===== config.mk =====
export PLATFORM = sky130hd
export DESIGN_NAME = iopg_regbank
export DESIGN_NICKNAME = d
export VERILOG_FILES = /design/src/rtl/iopg_pkg.sv /design/src/rtl/iopg_decode.sv /design/src/rtl/iopg_store.sv /design/src/rtl/iopg_regbank.sv
export SDC_FILE = /design/constraint.sdc
export NUM_CORES = 1
export LEC_CHECK = 0
export CAP_MARGIN = 0
export CORE_MARGIN = 3
export CORE_UTILIZATION = 55
export CTS_CLUSTER_SIZE = 28
export DETAILED_ROUTE_END_ITERATION = 7
export DONT_BUFFER_PORTS = 1
export GPL_ROUTABILITY_DRIVEN = 0
export PLACE_DENSITY = 0.78
export SLEW_MARGIN = 20
export SYNTH_ARGS = -nofsm -noshare
export SYNTH_HDL_FRONTEND = slang
export SYNTH_SLANG_ARGS = --single-unit

===== constraint.sdc =====
create_clock -name clk -period 3.7 [get_ports clk]
set_input_delay 0.185 -clock clk [delete_from_list [all_inputs] [get_ports clk]]
set_output_delay 0.185 -clock clk [all_outputs]
set_load 0.05 [all_outputs]

===== src/rtl/iopg_pkg.sv =====
package iopg_pkg;
   localparam int NREG       = 13;
   localparam int IX_IFLAG   = 0;
   localparam int IX_IEN     = 1;
   localparam int IX_TCTL    = 2;
   localparam int IX_STAT    = 3;
   localparam int IX_DCTL    = 4;
   localparam int IX_BGPAL   = 5;
   localparam int IX_SNDMST  = 6;
   localparam int IX_SNDVOL  = 7;
   localparam int IX_SNDPAN  = 8;
   localparam int IX_PALEN   = 9;
   localparam int IX_PBLEN   = 10;
   localparam int IX_WVLEN   = 11;
   localparam int IX_NZLEN   = 12;

   function automatic logic is_sound(int i);
      return (i >= IX_SNDVOL) && (i <= IX_NZLEN);
   endfunction

   function automatic logic is_len(int i);
      return (i >= IX_PALEN) && (i <= IX_NZLEN);
   endfunction

   function automatic logic [7:0] rd_mask(int i, logic [7:0] plen_mask);
      case (i)
         IX_IFLAG, IX_IEN:   return 8'hE0;
         IX_TCTL:            return 8'hF8;
         IX_STAT:            return 8'h80;
         IX_SNDMST:          return 8'h70;
         IX_PALEN, IX_PBLEN: return ~plen_mask;
         default:            return 8'h00;
      endcase
   endfunction

   function automatic logic [7:0] rst_val(int i);
      case (i)
         IX_IFLAG:  return 8'h01;
         IX_DCTL:   return 8'h91;
         IX_BGPAL:  return 8'hFC;
         IX_SNDMST: return 8'hF1;
         IX_SNDVOL: return 8'h77;
         IX_SNDPAN: return 8'hF3;
         default:   return 8'h00;
      endcase
   endfunction
endpackage


===== src/rtl/iopg_decode.sv =====
module iopg_decode #(
   parameter int AW   = 8,
   parameter int NREG = 13,
   parameter int BASE = 0
) (
   input  logic [AW-1:0]   addr,
   output logic [NREG-1:0] sel,
   output logic            div_hit
);
   localparam logic [AW-1:0] DIV_A = AW'(BASE + NREG);

   for (genvar g = 0; g < NREG; g++) begin : g_sel
      localparam logic [AW-1:0] MY_A = AW'(BASE + g);
      assign sel[g] = (addr == MY_A);
   end

   assign div_hit = (addr == DIV_A);
endmodule


===== src/rtl/iopg_store.sv =====
module iopg_store
   import iopg_pkg::*;
#(
   parameter int ORIG_MODE = 1,
   parameter int PLEN_BITS = 6
) (
   input  logic              clk,
   input  logic              rst,
   input  logic              we,
   input  logic [7:0]        wdata,
   input  logic [NREG-1:0]   sel,
   output logic [NREG*8-1:0] q_flat,
   output logic [NREG-1:0]   evt,
   output logic [7:0]        evt_data
);
   localparam logic [7:0] PLEN_MASK = 8'((1 << PLEN_BITS) - 1);

   logic aud_en;
   assign aud_en = q_flat[IX_SNDMST*8 + 7];

   for (genvar g = 0; g < NREG; g++) begin : g_reg
      logic [7:0] r;
      logic [7:0] nxt;
      logic       ev;

      always_comb begin
         nxt = r;
         ev  = 1'b0;
         if (we && sel[g]) begin
            ev = 1'b1;
            if (g == IX_IFLAG) begin
               nxt = wdata | 8'hE0;
            end else if (g == IX_SNDMST) begin
               nxt = {wdata[7], 3'b000, r[3:0]};
            end else if (is_sound(g) && !aud_en) begin
               nxt = 8'h00;
               ev  = (ORIG_MODE != 0) && is_len(g);
            end else begin
               nxt = wdata;
            end
         end
      end

      always_ff @(posedge clk) begin
         if (rst) r <= rst_val(g);
         else     r <= nxt;
      end

      assign q_flat[g*8 +: 8] = r;
      assign evt[g]           = ev;
   end

   if (ORIG_MODE != 0) begin : g_orig
      always_comb begin
         evt_data = wdata;
         if (!aud_en && (sel[IX_PALEN] || sel[IX_PBLEN]))
            evt_data = wdata & PLEN_MASK;
      end
   end else begin : g_plain
      assign evt_data = wdata;
   end
endmodule


===== src/rtl/iopg_regbank.sv =====
module iopg_regbank
   import iopg_pkg::*;
#(
   parameter int AW        = 8,
   parameter int BASE      = 0,
   parameter int ORIG_MODE = 1,
   parameter int PLEN_BITS = 6
) (
   input  logic              clk,
   input  logic              rst,
   input  logic [AW-1:0]     bus_addr,
   input  logic [7:0]        bus_wdata,
   input  logic              bus_we,
   output logic [7:0]        bus_rdata,
   output logic [NREG*8-1:0] reg_flat,
   output logic [NREG-1:0]   wr_evt,
   output logic [7:0]        evt_data,
   output logic              div_clr,
   output logic              irq_reeval
);
   localparam logic [7:0] PLEN_MASK = 8'((1 << PLEN_BITS) - 1);

   if (PLEN_BITS < 1 || PLEN_BITS > 8) begin : g_bad_plen
      $error("PLEN_BITS must lie in 1..8");
   end
   if (BASE < 0 || BASE + NREG >= (1 << AW)) begin : g_bad_base
      $error("register page does not fit the address width");
   end

   logic [NREG-1:0] sel;
   logic            div_hit;

   iopg_decode #(.AW(AW), .NREG(NREG), .BASE(BASE)) u_dec (
      .addr    (bus_addr),
      .sel     (sel),
      .div_hit (div_hit)
   );

   iopg_store #(.ORIG_MODE(ORIG_MODE), .PLEN_BITS(PLEN_BITS)) u_store (
      .clk      (clk),
      .rst      (rst),
      .we       (bus_we),
      .wdata    (bus_wdata),
      .sel      (sel),
      .q_flat   (reg_flat),
      .evt      (wr_evt),
      .evt_data (evt_data)
   );

   always_comb begin
      bus_rdata = 8'hFF;
      for (int i = 0; i < NREG; i++) begin
         if (sel[i]) bus_rdata = reg_flat[i*8 +: 8] | rd_mask(i, PLEN_MASK);
      end
   end

   assign div_clr    = bus_we && div_hit;
   assign irq_reeval = bus_we && (sel[IX_IFLAG] || sel[IX_IEN]);
endmodule


==> key figures <==
Status
  – Status: finished, final reports clean

CTS
  – CTS clk-pin slew, worst paths: 100 ps
  – CTS tree: done
  – Clock latency on the worst-skew pair: 370 ps
  – Root buffer cell: clkbuf_8
  – Total CTS buffers: 9
  – Clock buffer depth: 2
  – Post-CTS setup buffers: 0
  – CTS sink cnt: 96
  – H-tree levels: 3

Setup path
  – R2r worst-path depth: 3
  – Reg2reg end: u_store.g_reg[4].r[6]$_SDFFE_PP0P_
  – Critical R2R Launch: u_store.g_reg[4].r[6]$_SDFFE_PP0P_
  – CP Max Fanout: 3
  – Critical path cell sequence: nor2b_1, a211oi_1, o21ai_0, a21oi_1, o21ai_1
  – CP max stage cell: o21ai_1
  – Critical Path AT: 2480 ps
  – WS Path Type: reg2out
  – Largest stage delay on the critical path: 780 ps
  – CP Capture Type: output port
  – R2R Setup Slk: 2150 ps
  – Nature of the critical path startpoint: flip-flop
  – WP data required: 3510 ps

Hold path
  – HP Class: in2reg
  – Hold path start: bus_wdata[0]
  – Hold Path End: u_store.g_reg[0].r[0]$_SDFFE_PP1P_
  – Hold path cells: 2

Power
  – Overall power: 1.91 mW
  – Sw frac: 0.261
  – Sw Pwr: 0.498 mW
  – Combinational share of power: 0.079
  – P_int: 1.41 mW
  – Leakage: 1.77 nW
  – Power Density: 387 nW/µm²
  – Clk network pwr share: 0.376
  – Peak VDD IR: 222 µV
  – Flop pwr share: 0.545

Finish
  – Share of layout cells above drive strength 1: 0.110
  – Fillers: 780
  – Final Instance Area: 4940 µm²
  – Commonest non-fill, non-tap cell in the layout: dfxtp_1
  – Largest registers: u_store.g.r: 96 flops
  – Non-Filler Instances: 677
  – Largest register FFs: 96
  – Area delta synth->final: 2.63%
  – Top reg by flops: u_store.g.r
  – Final Core Density: 0.592
  – Most frequent cells in the layout: dfxtp_1 (96), nor2_1 (94), a21oi_1 (78)
  – Net count, final: 585

Die
  – IO Pins: 154
  – Core Region: 8340 µm²
  – Initial Util: 0.577
  – Die area: 9910 µm²
  – FP Rows: 33
  – Die width: 99.5 µm
  – Die Y: 99.5 µm

Route
  – Top layer in use: met4
  – First-pass DRT Iterations: 7
  – Drt drc: 0
  – Final WL: 14,900 µm
  – Via density: 6.46
  – M1 wire length: 5830 µm
  – Metal3 WL: 2010 µm
  – Via count: 4,374
  – Wire per inst: 22.0 µm
  – Drt first-iter violations: 642
  – WL met2: 6570 µm
  – ANT nets after route: 0

Timing
  – Unrepaired setup endpoints after global routing: false
  – Final Hold Fails: 0
  – Clock Skew: 7.05 ps
  – Max Clock Freq: 0.376 GHz
  – Final min period: 2660 ps
  – Pins Over Slew Limit: 0
  – Final setup viols: 0
  – Hold_ws: 62.0 ps
  – Slew Limit Headroom: 0.319
  – Final setup margin: 1040 ps
  – Final period util: 0.719
  – Setup_tns: 0 ps
  – Slew @ Worst Pin: 1030 ps

Global route
  – Initial antenna violation count: 1
  – First-pass GRT wire length: 23,000 µm
  – Largest net degree at the start of global routing: 97
  – Vias in the first global route: 4,117
  – Overflow after GRT: 0
  – Total Routing Usage GR: 0.299

Placed design
  – I/O Buffers: 0
  – Setup WS pre-CTS: 1280 ps
  – Hpwl dp: 10,300 µm
  – DP Cell Count: 650
  – Placed inst area: 4610 µm²

Yosys
  – Synth cell types: 54
  – Register area share after synthesis: 0.399
  – Seq cells post-synth: 96
  – Syn Area/Cell: 7.98 µm²
  – Post-synth EDFFs: 0
  – Cell count after synthesis: 603
  – Yosys warning count: 0
  – Synth Cell Area: 4810 µm²
  – Ys async rst share: 0
  – Prevailing post-synth register cell: dfxtp_1

Run
  – Max cap viols: 0
cell type report:
class / count / area [µm²] / area share
Multi-Input combinational cell: 423 / 2420 / 0.490
Sequential cell: 96 / 1920 / 0.389
Timing Repair Buffer: 21 / 200 / 0.0405
Clock buffer: 10 / 138 / 0.0279
Tap cell: 105 / 131 / 0.0266
Clock inverter: 6 / 66.3 / 0.0134
Inverter: 15 / 56.3 / 0.0114
Antenna cell: 1 / 2.50 / 0.000507
repair_timing:
| item | in CTS | in global routing |
|---|---|---|
| gates resized for setup | 0 | 0 |
| hold buffers | 10 | 0 |
| setup endpoints to repair | 0 | 0 |
| endpoints found under the hold margin | 96 | 0 |
power groups by stage:
stage / Sequential [mW] / Combinational [mW] / Clock [mW]
2_1_floorplan: 1.06 / 0.141 / 0
3_3_place_gp: 1.06 / 0.113 / 0
3_5_place_dp: 1.06 / 0.112 / 0
4_1_cts: 1.04 / 0.147 / 0.720
5_1_grt: 1.04 / 0.161 / 0.772
6_report: 1.04 / 0.151 / 0.717
cells by family (layout without fill, tap and decap cells):
logic type      count (synthesis)  count (layout)  synth area share
buf+inv                        86              52             0.105
other cells                     2               5           0.00156
flops                          96              96             0.399
compound gates                151             151             0.197
simple gates                  258             258             0.266
mux                            10              10            0.0317
critical path: cells and delay by family, from the launching register on:
| kind | cells | cell delay [ps] |
|---|---|---|
| compound gates | 4 | 1190 |
| simple gates | 1 | 210 |
| flops | 1 | 710 |
synth_stat cells (all sizes together), types with 3 or more instances:
master | instances | area (µm²)
mux2i | 4 | 40.0
a211oi | 4 | 30.0
a21oi | 83 | 434
buf | 53 | 380
nand3b | 4 | 30.0
nand2b | 6 | 37.5
nor4 | 7 | 50.1
a2111oi | 3 | 26.3
o21ai | 15 | 75.1
o221ai | 3 | 26.3
o211ai | 3 | 22.5
nand3 | 28 | 150
clkbuf | 18 | 67.6
nor2 | 96 | 370
dfxtp | 96 | 1920
mux4 | 4 | 90.1
nor2b | 20 | 125
nor3 | 5 | 25.0
nand2 | 76 | 300
a211o | 20 | 175
inv | 15 | 56.3
and3 | 3 | 18.8
o22ai | 6 | 37.5
nand4 | 7 | 119
routing by layer:
| layer | GRT usage | vias to the layer above |
|---|---|---|
| met5 | 0 | - |
| met1 | 0.384 | 2057 |
| met4 | 0.106 | 0 |
| met2 | 0.449 | 284 |
| li1 | - | 1987 |
| met3 | 0.128 | 46 |
worst max path at each step:
stage | start | to | slack, ps | depth (start not counted)
after CTS | u_store.g_reg[8].r[2]$_SDFFE_PP0P_ | bus_rdata[2] | 1070 | 5
after floorplan | bus_addr[5] | div_clr | 940 | 5
after detailed placement | bus_addr[3] | wr_evt[8] | 1280 | 3
final | u_store.g_reg[8].r[2]$_SDFFE_PP0P_ | bus_rdata[2] | 1040 | 5
after global routing | u_store.g_reg[8].r[2]$_SDFFE_PP0P_ | bus_rdata[2] | 990 | 5
after global placement | bus_addr[3] | wr_evt[8] | 1360 | 3
Note: power is estimated with default switching activity, not from simulation.
